==> config.mk <==
export PLATFORM = sky130hd
export DESIGN_NAME = uart_shared_cfg
export DESIGN_NICKNAME = d
export VERILOG_FILES = /design/src/rtl/uart_pkg.sv /design/src/rtl/uart_tick.sv /design/src/rtl/uart_fifo.sv /design/src/rtl/uart_tx.sv /design/src/rtl/uart_rx.sv /design/src/rtl/uart_shared_cfg.sv
export SDC_FILE = /design/constraint.sdc
export NUM_CORES = 1
export LEC_CHECK = 0
export ABC_AREA = 0
export CAP_MARGIN = 20
export CORE_MARGIN = 5
export CORE_UTILIZATION = 35
export DETAILED_ROUTE_END_ITERATION = 10
export GPL_TIMING_DRIVEN = 0
export PLACE_DENSITY = 0.55
export SETUP_SLACK_MARGIN = 0.5
export SYNTH_ARGS = -nofsm -noshare
export SYNTH_HDL_FRONTEND = slang
export SYNTH_SLANG_ARGS = --single-unit
==> constraint.sdc <==
create_clock -name clk -period 4.9 [get_ports clk]
set_input_delay 1.47 -clock clk [delete_from_list [all_inputs] [get_ports clk]]
set_output_delay 1.47 -clock clk [all_outputs]
set_load 0.01 [all_outputs]
==> src/rtl/uart_pkg.sv <==
// Shared constants, the control-word layout and small helpers for the serial port.
// Assumes a 7-bit byte address window and an 8-bit maximum character.
package uart_pkg;
    localparam int DIV_W  = 12;   // divisor field width
    localparam int CFG_W  = 19;   // stored control bits
    localparam int CHAR_W = 8;    // widest character
    localparam int RXW_W  = CHAR_W + 3; // character plus three flags

    localparam logic [6:0] OFS_DATA = 7'h00;
    localparam logic [6:0] OFS_CTRL = 7'h40;

    // Packed so that the field order matches the control-word bit positions.
    typedef struct packed {
        logic [1:0]       wlen;      // [18:17]
        logic             fifo_on;   // [16]
        logic             two_stop;  // [15]
        logic             even;      // [14]
        logic             par_on;    // [13]
        logic             brk;       // [12]
        logic [DIV_W-1:0] div;       // [11:0]
    } cfg_t;

    // Number of data bits for a length code.
    function automatic logic [3:0] char_bits(input logic [1:0] wl);
        return 4'd5 + {2'b00, wl};
    endfunction

    // Mask of the valid data bits for a length code.
    function automatic logic [7:0] bit_mask(input logic [1:0] wl);
        return 8'hFF >> (2'd3 - wl);
    endfunction
endpackage

==> src/rtl/uart_tick.sv <==
// Oversampling tick generator: one pulse every (limit + 1) clocks.
// A synchronous clear restarts the count so a frame can align to it.
module uart_tick #(
    parameter int CW = 12
) (
    input  logic          clk,
    input  logic          rst_n,
    input  logic          clr,
    input  logic [CW-1:0] limit,
    output logic          tick
);
    logic [CW-1:0] cnt;

    // Count up to the limit and wrap.
    always_ff @(posedge clk) begin
        if (!rst_n || clr)      cnt <= '0;
        else if (cnt == limit)  cnt <= '0;
        else                    cnt <= cnt + 1'b1;
    end

    assign tick = !clr && (cnt == limit);
endmodule

==> src/rtl/uart_fifo.sv <==
// Circular queue with a run-time capacity of DEPTH or one entry.
// 'mark' sets the top bit of the newest stored entry (overrun tagging).
// Assumes DEPTH is a power of two, at least 2. A push to a full queue is dropped.
module uart_fifo #(
    parameter int W     = 8,
    parameter int DEPTH = 16
) (
    input  logic         clk,
    input  logic         rst_n,
    input  logic         deep,
    input  logic         push,
    input  logic [W-1:0] din,
    input  logic         pop,
    input  logic         mark,
    output logic [W-1:0] dout,
    output logic         empty,
    output logic         full
);
    localparam int PW = $clog2(DEPTH);
    localparam int CW = $clog2(DEPTH + 1);

    logic [W-1:0]  mem [DEPTH];
    logic [PW-1:0] wp, rp;
    logic [CW-1:0] count, cap;
    logic          wr_ok, rd_ok;

    assign cap   = deep ? CW'(DEPTH) : CW'(1);
    assign full  = (count >= cap);
    assign empty = (count == '0);
    assign wr_ok = push && !full;
    assign rd_ok = pop && !empty;
    assign dout  = mem[rp];

    // Storage writes and overrun tagging of the newest entry.
    always_ff @(posedge clk) begin
        if (wr_ok) mem[wp] <= din;
        if (mark && !empty) mem[wp - 1'b1][W-1] <= 1'b1;
    end

    // Pointers and occupancy.
    always_ff @(posedge clk) begin
        if (!rst_n) begin
            wp    <= '0;
            rp    <= '0;
            count <= '0;
        end else begin
            if (wr_ok) wp <= wp + 1'b1;
            if (rd_ok) rp <= rp + 1'b1;
            case ({wr_ok, rd_ok})
                2'b10:   count <= count + 1'b1;
                2'b01:   count <= count - 1'b1;
                default: count <= count;
            endcase
        end
    end

    assert_no_overflow_R7: assert property (@(posedge clk) disable iff (!rst_n)
        (push && full && !pop) |=> (count == $past(count)));

    assert_within_depth_R7: assert property (@(posedge clk) disable iff (!rst_n)
        count <= CW'(DEPTH));

    assert_pop_removes_R8: assert property (@(posedge clk) disable iff (!rst_n)
        (pop && !empty && !push) |=> (count == $past(count) - 1'b1));
endmodule

==> src/rtl/uart_tx.sv <==
// Transmit shifter: start bit, 5..8 data bits LSB first, optional parity, 1 or 2 stops.
// Loads from the queue only while enabled. Each bit is 16 ticks of a tick generator
// that is restarted on load, so bit edges fall on exact multiples of 16*(N+1) clocks.
module uart_tx
    import uart_pkg::*;
(
    input  logic       clk,
    input  logic       rst_n,
    input  logic       en,
    input  cfg_t       cfg,
    input  logic       q_empty,
    input  logic [7:0] q_data,
    output logic       q_pop,
    output logic       txd,
    output logic       active
);
    typedef enum logic [2:0] {T_IDLE, T_START, T_DATA, T_PAR, T_STOP} tst_t;

    tst_t       state;
    logic [7:0] shreg;
    logic [3:0] sub, bitn;
    logic       pbit, stop2, tick, line;
    logic [7:0] masked;

    assign masked = q_data & bit_mask(cfg.wlen);
    assign q_pop  = (state == T_IDLE) && en && !q_empty;

    uart_tick #(.CW(DIV_W)) u_tick (
        .clk   (clk),
        .rst_n (rst_n),
        .clr   (state == T_IDLE),
        .limit (cfg.div),
        .tick  (tick)
    );

    // Frame sequencing: load on pop, advance one bit every 16 ticks.
    always_ff @(posedge clk) begin
        if (!rst_n) begin
            state <= T_IDLE;
            shreg <= '0;
            sub   <= '0;
            bitn  <= '0;
            pbit  <= 1'b0;
            stop2 <= 1'b0;
        end else if (q_pop) begin
            state <= T_START;
            shreg <= masked;
            pbit  <= (^masked) ^ !cfg.even;
            sub   <= '0;
            bitn  <= '0;
            stop2 <= 1'b0;
        end else if (state != T_IDLE && tick) begin
            if (sub != 4'hF) begin
                sub <= sub + 1'b1;
            end else begin
                sub <= '0;
                unique case (state)
                    T_START: state <= T_DATA;
                    T_DATA: begin
                        shreg <= {1'b0, shreg[7:1]};
                        if (bitn == char_bits(cfg.wlen) - 4'd1)
                            state <= cfg.par_on ? T_PAR : T_STOP;
                        else
                            bitn <= bitn + 1'b1;
                    end
                    T_PAR:   state <= T_STOP;
                    T_STOP: begin
                        if (cfg.two_stop && !stop2) stop2 <= 1'b1;
                        else                        state <= T_IDLE;
                    end
                    default: state <= T_IDLE;
                endcase
            end
        end
    end

    // Line level for the current frame position.
    always_comb begin
        unique case (state)
            T_START: line = 1'b0;
            T_DATA:  line = shreg[0];
            T_PAR:   line = pbit;
            default: line = 1'b1;
        endcase
    end

    assign txd    = cfg.brk ? 1'b0 : line;
    assign active = (state != T_IDLE);

    assert_start_low_R2: assert property (@(posedge clk) disable iff (!rst_n)
        q_pop |=> (state == T_START && line == 1'b0));

    assert_hold_when_off_R11: assert property (@(posedge clk) disable iff (!rst_n)
        (state == T_IDLE && !en) |=> (state == T_IDLE));
endmodule

==> src/rtl/uart_rx.sv <==
// Receive deframer: 16x oversampling, start bit verified at its centre,
// data/parity/stop sampled at bit centres. Emits a one-cycle push with
// {overrun=0, parity_err, frame_err, data}. After a low stop bit it waits for idle.
module uart_rx
    import uart_pkg::*;
(
    input  logic             clk,
    input  logic             rst_n,
    input  logic             en,
    input  cfg_t             cfg,
    input  logic             rxd,
    output logic             push,
    output logic [RXW_W-1:0] word
);
    typedef enum logic [2:0] {R_IDLE, R_START, R_DATA, R_PAR, R_STOP, R_WAIT} rst_t;

    rst_t       state;
    logic       rx_m, rx_s, tick, perr;
    logic [3:0] sub, bitn;
    logic [7:0] data;

    // Two-flop synchroniser for the line.
    always_ff @(posedge clk) begin
        if (!rst_n) begin
            rx_m <= 1'b1;
            rx_s <= 1'b1;
        end else begin
            rx_m <= rxd;
            rx_s <= rx_m;
        end
    end

    uart_tick #(.CW(DIV_W)) u_tick (
        .clk   (clk),
        .rst_n (rst_n),
        .clr   (!en),
        .limit (cfg.div),
        .tick  (tick)
    );

    // Frame capture state machine.
    always_ff @(posedge clk) begin
        if (!rst_n) begin
            state <= R_IDLE;
            sub   <= '0;
            bitn  <= '0;
            data  <= '0;
            perr  <= 1'b0;
            push  <= 1'b0;
            word  <= '0;
        end else begin
            push <= 1'b0;
            if (!en) begin
                state <= R_IDLE;
            end else begin
                unique case (state)
                    R_IDLE: if (tick && !rx_s) begin
                        state <= R_START;
                        sub   <= '0;
                    end
                    R_START: if (tick) begin
                        if (sub == 4'd7) begin
                            if (!rx_s) begin
                                state <= R_DATA;
                                sub   <= '0;
                                bitn  <= '0;
                                data  <= '0;
                                perr  <= 1'b0;
                            end else begin
                                state <= R_IDLE;
                            end
                        end else begin
                            sub <= sub + 1'b1;
                        end
                    end
                    R_DATA: if (tick) begin
                        if (sub == 4'hF) begin
                            sub <= '0;
                            data[bitn[2:0]] <= rx_s;
                            if (bitn == char_bits(cfg.wlen) - 4'd1)
                                state <= cfg.par_on ? R_PAR : R_STOP;
                            else
                                bitn <= bitn + 1'b1;
                        end else begin
                            sub <= sub + 1'b1;
                        end
                    end
                    R_PAR: if (tick) begin
                        if (sub == 4'hF) begin
                            sub   <= '0;
                            perr  <= (^data) ^ rx_s ^ !cfg.even;
                            state <= R_STOP;
                        end else begin
                            sub <= sub + 1'b1;
                        end
                    end
                    R_STOP: if (tick) begin
                        if (sub == 4'hF) begin
                            sub   <= '0;
                            push  <= 1'b1;
                            word  <= {1'b0, perr, !rx_s, data};
                            state <= rx_s ? R_IDLE : R_WAIT;
                        end else begin
                            sub <= sub + 1'b1;
                        end
                    end
                    R_WAIT: if (rx_s) state <= R_IDLE;
                    default: state <= R_IDLE;
                endcase
            end
        end
    end

    assert_frame_wait_R13: assert property (@(posedge clk) disable iff (!rst_n)
        (push && word[8]) |-> (state == R_WAIT));

    assert_disabled_idle_R11: assert property (@(posedge clk) disable iff (!rst_n)
        !en |=> (state == R_IDLE));
endmodule

==> src/rtl/uart_shared_cfg.sv <==
// Serial port top: control word and data port decode, transmit and receive
// queues, shifters, status and interrupt outputs.
// Assumes single-cycle register access. rdata is combinational and valid while rd is high.
module uart_shared_cfg
    import uart_pkg::*;
#(
    parameter int DEPTH = 16
) (
    input  logic        clk,
    input  logic        rst_n,
    input  logic        en,
    input  logic        wr,
    input  logic        rd,
    input  logic [6:0]  addr,
    input  logic [31:0] wdata,
    output logic [31:0] rdata,
    input  logic        rxd,
    output logic        txd,
    output logic        rx_empty,
    output logic        tx_full,
    output logic        busy,
    output logic        tx_irq,
    output logic        rx_irq
);
    cfg_t             cfg;
    logic             sel_data, sel_ctrl;
    logic             txq_empty, tx_pop, tx_active;
    logic [7:0]       txq_dout;
    logic             rx_push, rxq_full;
    logic [RXW_W-1:0] rx_word, rxq_dout;

    assign sel_data = (addr == OFS_DATA);
    assign sel_ctrl = (addr == OFS_CTRL);

    // Control word register.
    always_ff @(posedge clk) begin
        if (!rst_n)                cfg <= '0;
        else if (wr && sel_ctrl)   cfg <= cfg_t'(wdata[CFG_W-1:0]);
    end

    uart_fifo #(.W(CHAR_W), .DEPTH(DEPTH)) u_txq (
        .clk   (clk),
        .rst_n (rst_n),
        .deep  (cfg.fifo_on),
        .push  (wr && sel_data),
        .din   (wdata[CHAR_W-1:0]),
        .pop   (tx_pop),
        .mark  (1'b0),
        .dout  (txq_dout),
        .empty (txq_empty),
        .full  (tx_full)
    );

    uart_tx u_tx (
        .clk     (clk),
        .rst_n   (rst_n),
        .en      (en),
        .cfg     (cfg),
        .q_empty (txq_empty),
        .q_data  (txq_dout),
        .q_pop   (tx_pop),
        .txd     (txd),
        .active  (tx_active)
    );

    uart_rx u_rx (
        .clk   (clk),
        .rst_n (rst_n),
        .en    (en),
        .cfg   (cfg),
        .rxd   (rxd),
        .push  (rx_push),
        .word  (rx_word)
    );

    uart_fifo #(.W(RXW_W), .DEPTH(DEPTH)) u_rxq (
        .clk   (clk),
        .rst_n (rst_n),
        .deep  (cfg.fifo_on),
        .push  (rx_push),
        .din   (rx_word),
        .pop   (rd && sel_data),
        .mark  (rx_push && rxq_full),
        .dout  (rxq_dout),
        .empty (rx_empty),
        .full  (rxq_full)
    );

    // Read data multiplexer.
    always_comb begin
        rdata = '0;
        if (sel_ctrl)                   rdata = {{(32-CFG_W){1'b0}}, cfg};
        else if (sel_data && !rx_empty) rdata = {{(32-RXW_W){1'b0}}, rxq_dout};
    end

    assign busy   = tx_active || !txq_empty;
    assign tx_irq = en && !tx_full;
    assign rx_irq = en && !rx_empty;
endmodule

; Word level (Yosys, flattened, before mapping)
; Memories as Yosys holds them, arrays and structs flattened. A register that Yosys moved wholly into a read port is not among the register bits.
; Index checks and enable logic that the tools add are counted.
[classes]
add_sub_neg = 18
n_lt_le_gt_ge = 4
n_eq_ne = 41
shifts = 1
muxes = 75
bitwise = 7
n_reduce_logical = 66
[ops]
columns = operator, n
row1 = $mux 8, 9
row2 = $mux 4, 17
row3 = $mux 3, 15
row4 = $add 4x1->4 const B, 8
row5 = $ne 2x1->1 const B, 13
row6 = $add 12x1->12 const B, 2
row7 = $eq 12x12->1, 2
row8 = $reduce_and 4->1, 6
row9 = $mux 11, 2
row10 = $logic_and 1x1->1, 20
row11 = $pmux 5 s2, 2
row12 = $mux 19, 1
row13 = $pmux 3 s6, 1
row14 = $mux 1, 17
row15 = $pmux 8 s2, 1
row16 = $reduce_xor 8->1, 2
row17 = $reduce_and 7->1, 2
row18 = $eq 3x2->1 const B, 4
row19 = $pmux 3 s4, 1
row20 = $pmux 4 s3, 1
row21 = $reduce_bool 2->1, 6
row22 = $reduce_and 11->1, 1
row23 = $reduce_or 11->1, 1
row24 = $add 5x1->5 const B, 2
row25 = other kinds (42), 76
[totals]
reg_bits = 123
ram_bits = 304
input_bits = 45
out_inout_bits = 38
memories = 2
[mem_list]
columns = memory, words, width, rd, rd_clocked_by_memory_dff, wr, line
row1 = u_rxq.mem, 16, 11, 1, 1, 1, uart_fifo.sv:22  ; logic [W-1:0] mem [DEPTH];
row2 = u_txq.mem, 16, 8, 1, 1, 1, uart_fifo.sv:22

; Logic depth before layout (Yosys ltp)
; Gate-level depths: netlist (run 1).
[logic_depth]
word_depth = 8
depth_mapped = 19
mapped_depth_nobuf = 17

; Modules after synthesis
; Synthesis (run 1) repeated with hierarchy kept, for this count alone.
[unflattened]
cells_unflattened = 1525
area_unflattened_um2 = 19721.4
[modules_own_cells]
columns = module, n_inst, cells_per_inst, area_per_inst_um2, seq_area_each_um2
row1 = uart_fifo (u_rxq), 1, 481, 8050.2, 5465.2
row2 = uart_fifo (u_txq), 1, 412, 6261.0, 4023.9
row3 = uart_rx, 1, 214, 1855.5, 660.6
row4 = uart_tick, 2, 69, 624.3, 240.2
row5 = uart_tx, 1, 138, 1174.9, 420.4
row6 = uart_shared_cfg, 1, 142, 1131.1, 380.4

; Worst setup path before layout (run 1)
; OpenSTA, ideal clock, no wires.
[synth_path]
path_kind = input to output
from = input port addr[3]
to = output port rdata[10]
arrival_time_ps = 2697
slack_ps = 733
cell_stages = 5
path_buffers = 1
path_cell_list = nor4_1 > nand2_1 > nor2_1 > clkbuf_1 > a22o_1
[synth_between]
elab_chain_cells = 4
word_cells_on_any_way = 5
cone_classes = eq/ne: 1 / mux: 2 / reduce/logical: 2
[synth_rtl]
columns = item, line
row1 = "start, declared", uart_shared_cfg.sv:14  ; input logic [6:0] addr,
row2 = $logic_not 7->1, uart_shared_cfg.sv:32  ; assign sel_data = (addr == OFS_DATA);
row3 = $logic_and 1x1->1, uart_shared_cfg.sv:93  ; else if (sel_data && !rx_empty) rdata = {{(32-RXW_W){1'b0}}, rxq_dout};
row4 = $mux 11, uart_shared_cfg.sv:93
row5 = $mux 19 *, uart_shared_cfg.sv:92  ; if (sel_ctrl) rdata = {{(32-CFG_W){1'b0}}, cfg};
row6 = "end, declared", uart_shared_cfg.sv:16  ; output logic [31:0] rdata,
; Mark *: on every way between the ends. The rest lies on a longest branch, timed or not.

==> out/results.ini, run 1 <==
[sta]
setup_violations = 0
tns_ns = 0
post-route-worst-setup-slack_ns = 0.551
hold_violations = 0
max_freq_mhz = 230
fin_skew_ns = 0.0232
fin_crit_ns = 4.35
min_period_over_period_pct = 88.8
rsz0062_at_grt = yes
final-max-slew-violation-count = 0
worst_slew_margin_rel_pct = 28.5
worst_pin_slew_ns = 1.07

[detailed_routing]
drtIter0Drc = 1023
wire_per_inst_microns = 20.0
drt-met1-wl_microns = 21700
drcViolationCount = 0
wl_met2_microns = 19400
vias = 11500
dr.pass1.iters = 5
routed_wl_microns = 44800
via_per_inst = 5.12
topRoutingLayerUsed = met4
dr_wl_met3_microns = 2860
ant_nets = 0

[cells_and_area]
stdcell_count = 2238
syn2layout_area_growth_pct = 16.8
finalNetCount = 1582
multi_input_area_sq_um = 6520
final_layout_size_suffix_gt1_share_pct = 15.3
post-route-cell-area_sq_um = 21800
regArea_sq_um = 11800
fillers = 4817

[synthesis]
synth_edf_count = 304
synth_cell_type_count = 70
synth-main-ff-cell = edfxtp_1
ys_seq_area_share_pct = 62.9
synth-seq-cells = 435
syn_area_sq_um = 18700
syn_inst = 1383
yosysWarnings = 0
synth_area_per_cell_sq_um = 13.5
postSynth.asyncResetShare_pct = 0

[placed_design]
place_congestion = 0.833
place_inst = 2144
place_hpwl_microns = 31200
place_ws_ns = -1.19
port_buffers = 55
placed_area_sq_um = 20200

[critical_path]
cp_slowest_cell = mux4_2
end_kind = output pin
arrival_ns = 2.88
cpPeakStageDelay_ns = 0.56
reg2regPathDepth = 9
crit_chain = buf_4 > buf_6 > mux4_2 > nor2b_1 > a211oi_1 > a21oi_1 > a22o_1 > buf_2
cp_top_family = compound AO/OA/AOI/OAI gates
r2r_end = u_rxq.mem[14][9]
r2r-start = u_rxq.count[0]
start_kind = register
crit_type = register to output pin
path_buf_inv = 3
cp.required_ns = 3.43
r2r_slack_ns = 1.07
cp_max_fo = 10

[die]
die_x_microns = 241
start_util_pct = 35.5
core-area_sq_um = 52700
core.rowCount = 84
dieArea_sq_um = 58100
ioPinCount = 83
dieHeight_microns = 241

[cts]
clock-sinks = 435
cts_buffer_depth = 3
clock_latency_ns = 0.58
htree_levels = 2
cts_tree = built
ctsHoldBuffers = 0
cts-buffers-inserted = 46
ctsRootBufferMaster = clkbuf_16
clkTransAtPathRegs_ns = 0.06

[grt]
grt_pass1_wl_microns = 68800
antenna_found_initial = 1
grtUsageTotal_pct = 15.4
grt_start_max_net_pins = 24
grt_pass1_vias = 11400
grt_remaining_overflow = 0

[pwr]
power.share.switching_pct = 20.3
power_density_nw_per_um2 = 340
peakVddDrop_uv = 217
switchingPower_mw = 1.50
finalPower_mw = 7.41
clockPowerShare_pct = 45.7
internal_power_mw = 5.91
seqPwrFrac_pct = 52.7
pwr-share-comb_pct = 1.6
p_leak_nw = 6.67

[worst_hold_path]
holdPathStages = 1
holdCritStartpoint = u_rx.rx_m
hold_path_class = register to register
hold_path_end = u_rx.rx_s

[run]
max_cap_violations = 0

[run_status]
status = finished, final reports clean

==> power by group through the flow <==
stage | registers [mW] | clock network, mW | logic, mW
detailed placement | 3.98 | 0 | 0.115
finish | 3.90 | 3.39 | 0.116
global route | 3.90 | 3.63 | 0.127
floorplan | 3.98 | 0 | 0.0490
CTS | 3.90 | 3.48 | 0.116
global placement | 3.98 | 0 | 0.113
==> cell usage in the layout, fill, tap and decap left out, types with 9 or more instances in the layout <==
cell type / instances
a211oi_1: 15
a21oi_1: 77
a22o_1: 11
a22oi_1: 13
and2_1: 23
and3_1: 14
buf_2: 23
buf_4: 21
clkbuf_1: 65
clkbuf_16: 50
clkdlybuf4s50_1: 29
conb_1: 13
dfxtp_1: 131
edfxtp_1: 304
ha_1: 25
inv_1: 32
mux2i_1: 33
mux4_2: 77
nand2_1: 95
nand2b_1: 11
nand3_1: 25
nand4_1: 17
nor2_1: 148
nor2b_1: 20
nor3_1: 19
o21ai_0: 20
or3_1: 9
xnor2_1: 58
xor2_1: 31
==> final cells by class <==
type / count / share of cell area (%)
Inverter: 34 / 0.585
Tap cell: 688 / 3.95
Clock buffer: 70 / 6.02
Buffer: 88 / 2.21
Timing Repair Buffer: 68 / 2.79
Multi-Input combinational cell: 838 / 29.9
Clock inverter: 16 / 0.671
Antenna cell: 1 / 0.0115
Sequential cell: 435 / 53.9
==> flip-flops by register name, indices dropped and copies added (netlist names), 5 cells and up, named ones only <==
signal           cells
cfg                 19
u_rx.u_tick.cnt     12
u_txq.mem          128
u_tx.shreg           8
u_rxq.mem          176
u_rxq.count          5
u_txq.count          5
u_tx.u_tick.cnt     12
u_rx.data            8
u_rx.word           10
==> timing repair <==
item | in CTS | in global routing
endpoints found under the setup margin | 22 | 21
pin swaps | 8 | 3
gates cloned | 1 | 0
gates resized for setup | 95 | 17
buffers inserted | 5 | 1
==> how the worst max path moves through the flow <==
stage / to / depth (start not counted)
5_1_grt: rdata[7] / 8
4_1_cts: rdata[6] / 8
6_report: rdata[7] / 8
3_3_place_gp: rdata[15] / 7
3_5_place_dp: rdata[15] / 7
2_1_floorplan: rdata[10] / 5
==> through the flow <==
| step | hold WS [ns] | utilization [%] |
|---|---|---|
| 5_1_grt | 0.462 | 41.4 |
| 2_1_floorplan | 0.386 | - |
| 6_report | 0.412 | 41.4 |
| 4_1_cts | 0.415 | 41.3 |
| 3_5_place_dp | 0.401 | 38.3 |
| 3_3_place_gp | 0.393 | 38.2 |
==> synth_stat cells (all sizes together), types with 21 or more instances <==
library cell | number | share of area [%]
mux2i | 33 | 1.8
mux4 | 77 | 9.3
a21oi | 77 | 2.1
xor2 | 31 | 1.5
nor3 | 26 | 0.78
and2 | 25 | 0.84
ha | 25 | 1.7
edfxtp | 304 | 49
nand3 | 25 | 0.67
xnor2 | 58 | 2.7
clkbuf | 56 | 1.1
nand2 | 96 | 1.9
nor2 | 150 | 3.0
o21ai | 21 | 0.58
inv | 33 | 0.66
buf | 32 | 1.0
dfxtp | 131 | 14
==> cell families (layout without fill, tap and decap cells) <==
kind of cell    Yosys count  count (layout)  synth area share, %
compound gates          190             190                 6.67
xor+xnor                 89              89                 4.18
fa+ha+maj                26              26                 1.78
buf+inv                 122             276                 2.83
flops                   435             435                 62.9
mux                     111             111                 11.1
other cells               1              14               0.0201
simple gates            409             409                 10.5
==> metal layers <==
metal,track usage [%],up-vias
li1,-,5364
met1,23.5,5737
met2,22.5,314
met3,3.77,53
met4,3.21,0
met5,0,-
No activity file was read; power rests on OpenSTA's default activity.
==> run 2: changes to the inputs <==
--- a/config.mk
+++ b/config.mk
@@ -13,6 +13,7 @@
 export GPL_TIMING_DRIVEN = 0
 export PLACE_DENSITY = 0.55
 export SETUP_SLACK_MARGIN = 0.5
+export SLEW_MARGIN = 40
 export SYNTH_ARGS = -nofsm -noshare
 export SYNTH_HDL_FRONTEND = slang
 export SYNTH_SLANG_ARGS = --single-unit
==> out/results.ini, run 2 (synthesis gave the netlist of run 1 again) <==
[cells_and_area]
stdcell_count = 2238  ; unchanged
antenna_cells = 0  ; -1
post-route-cell-area_sq_um = 21900  ; +0.63%
largest_registers = u_rxq.mem (176), u_txq.mem (128), cfg (19)
regArea_sq_um = 11800  ; unchanged
fillers = 4824  ; +0.15%
finalNetCount = 1582  ; unchanged
multi_input_area_sq_um = 6600  ; +1.2%
largest_reg_flops = 176  ; unchanged
final_util_pct = 41.7  ; +0.26 points
regMostFlops = u_rxq.mem
final_layout_size_suffix_gt1_share_pct = 17.6  ; +2.3 points
syn2layout_area_growth_pct = 17.6
final_cell_mix = edfxtp_1 (304), nor2_1 (132), dfxtp_1 (131)
final_common_cell = edfxtp_1

[cts]
clock_latency_ns = 0.58  ; about the same
ctsHoldBuffers = 0  ; unchanged
cts_buffer_depth = 3  ; unchanged
ctsRootBufferMaster = clkbuf_16
cts_tree = built
htree_levels = 2  ; unchanged
clkTransAtPathRegs_ns = 0.06  ; about the same
cts-buffers-inserted = 47  ; +2.2%
clock-sinks = 435  ; unchanged

[placed_design]
place_ws_ns = -0.926  ; +0.264 ns
placed_area_sq_um = 20200  ; +0.26%
place_hpwl_microns = 31200  ; +0.11%
place_congestion = 0.833  ; unchanged
place_inst = 2142  ; -0.093%
port_buffers = 55  ; unchanged

[pwr]
finalPower_mw = 7.47  ; +0.86%
power_density_nw_per_um2 = 340  ; +0.23%
p_leak_nw = 6.73  ; +0.79%
peakVddDrop_uv = 219  ; +0.88%

[detailed_routing]
drcViolationCount = 0  ; unchanged
via_per_inst = 5.11  ; -0.28%
drt-met1-wl_microns = 21600  ; -0.77%
ant_nets = 0  ; unchanged
drtIter0Drc = 939  ; -8.2%
wl_met2_microns = 19000  ; -2.2%
wire_per_inst_microns = 19.9  ; -0.52%
vias = 11400  ; -0.28%
topRoutingLayerUsed = met4
routed_wl_microns = 44600  ; -0.52%
dr.pass1.iters = 5  ; unchanged
dr_wl_met3_microns = 3170  ; +11%

[sta]
worst_pin_slew_ns = 0.811  ; -0.257 ns
setup_violations = 0  ; unchanged
worst_slew_margin_rel_pct = 45.7  ; +17 points
final-max-slew-violation-count = 0  ; unchanged
fin_skew_ns = 0.0222  ; -0.00108 ns
post-route-worst-setup-slack_ns = 0.568  ; +0.0172 ns
max_freq_mhz = 231  ; +0.40%
min_period_over_period_pct = 88.4  ; -0.35 points
rsz0062_at_grt = yes
hold_violations = 0  ; unchanged
fin_crit_ns = 4.33  ; -0.0172 ns

[die]
ioPinCount = 83  ; unchanged
die_x_microns = 241  ; unchanged
dieArea_sq_um = 58100  ; unchanged
start_util_pct = 35.5  ; unchanged
core.rowCount = 84  ; unchanged
core-area_sq_um = 52700  ; unchanged
dieHeight_microns = 241  ; unchanged

[critical_path]
crit_type = register to output pin
cp_slowest_cell = mux4_2
end_kind = output pin
cpPeakStageDelay_ns = 0.55  ; about the same
arrival_ns = 2.86  ; -0.02 ns
cp.required_ns = 3.43  ; about the same
cp_top_family = compound AO/OA/AOI/OAI gates
path_buf_inv = 3  ; unchanged
crit_chain = buf_6 > buf_8 > mux4_2 > nor2b_1 > a211oi_1 > a21oi_1 > a22o_1 > buf_2
cp_max_fo = 10  ; unchanged
start_kind = register

[grt]
grt_remaining_overflow = 0  ; unchanged
grt_pass1_wl_microns = 68500  ; -0.45%
grt_start_max_net_pins = 24  ; unchanged
antenna_found_initial = 1  ; unchanged
grtUsageTotal_pct = 15.4  ; -0.027 points
grt_pass1_vias = 11300  ; -0.86%

[run_status]
status = finished, final reports clean

[run]
max_cap_violations = 0  ; unchanged

[worst_hold_path]
hold_path_class = register to register

==> run 2: cell types whose count changed in the layout (fill, tap and decap cells not counted), sizes merged <==
cell	before	now
diode	1	0
dlymetal6s2s	2	3
bufinv	2	3
clkinv	12	18
buf	56	55
clkbuf	127	118
clkdlybuf4s15	5	3
clkinvlp	1	5
inv	35	36
==> run 2: worst paths after layout <==
kind	cells past startpoint	from	end	slack [ns]
worst max-delay path	8	register	rdata[8]	0.57
worst min-delay path	1	u_rx.rx_m	u_rx.rx_s	0.41
worst max register to register	16	cfg[16]	u_rxq.count[4]	1.19
worst min register to register	1	u_rx.rx_m	u_rx.rx_s	0.41
==> run 2: timing repair <==
action,CTS,global route
resized for setup,96,24
buffers inserted,6,1
cloned,1,0
endpoints found under the setup margin,20,22
pin swaps,7,5
endpoints found under the hold margin,0,0
==> run 2: report_power, final <==
part           internal (mW)  total (mW)  switching, mW
Clock                   1.99        3.45           1.47
Combinational         0.0435       0.116         0.0724
Sequential              3.90        3.90        0.00198
Total                   5.93        7.47           1.54
==> run 2: final cells by class <==
class	count	share of cell area, %
clock inverter	28	1.10
inverter	34	0.581
timing repair buffer	67	2.78
buffer	88	2.28
multi-input combinational	838	30.1
clock buffer	60	5.74
tap	688	3.92
sequential	435	53.5
==> run 2: routing by layer <==
| metal | global-route usage, % | up-vias |
|---|---|---|
| met5 | 0 | - |
| met2 | 22.0 | 305 |
| met1 | 23.7 | 5702 |
| met4 | 3.59 | 0 |
| li1 | - | 5370 |
| met3 | 3.65 | 59 |
==> run 2: worst register-to-register path, cell delays in order, from the launching register on <==
cell	delay, ns
dfxtp_1	0.31
inv_1	0.20
ha_1	0.28
o31a_1	0.31
nor2_1	0.13
and2_1	0.14
clkbuf_1	0.28
inv_1	0.30
ha_1	0.35
inv_1	0.14
fa_1	0.23
inv_1	0.05
a21o_1	0.17
a21oi_1	0.18
xnor2_1	0.10
or3_1	0.31
a21oi_1	0.14
==> run 2: per-stage QoR <==
step           setup TNS (ns)  hold slack, ns
6_report                    0           0.414
4_1_cts                     0           0.415
3_5_place_dp           -12.57           0.402
5_1_grt                     0           0.460
2_1_floorplan               0           0.386
3_3_place_gp           -17.52           0.393
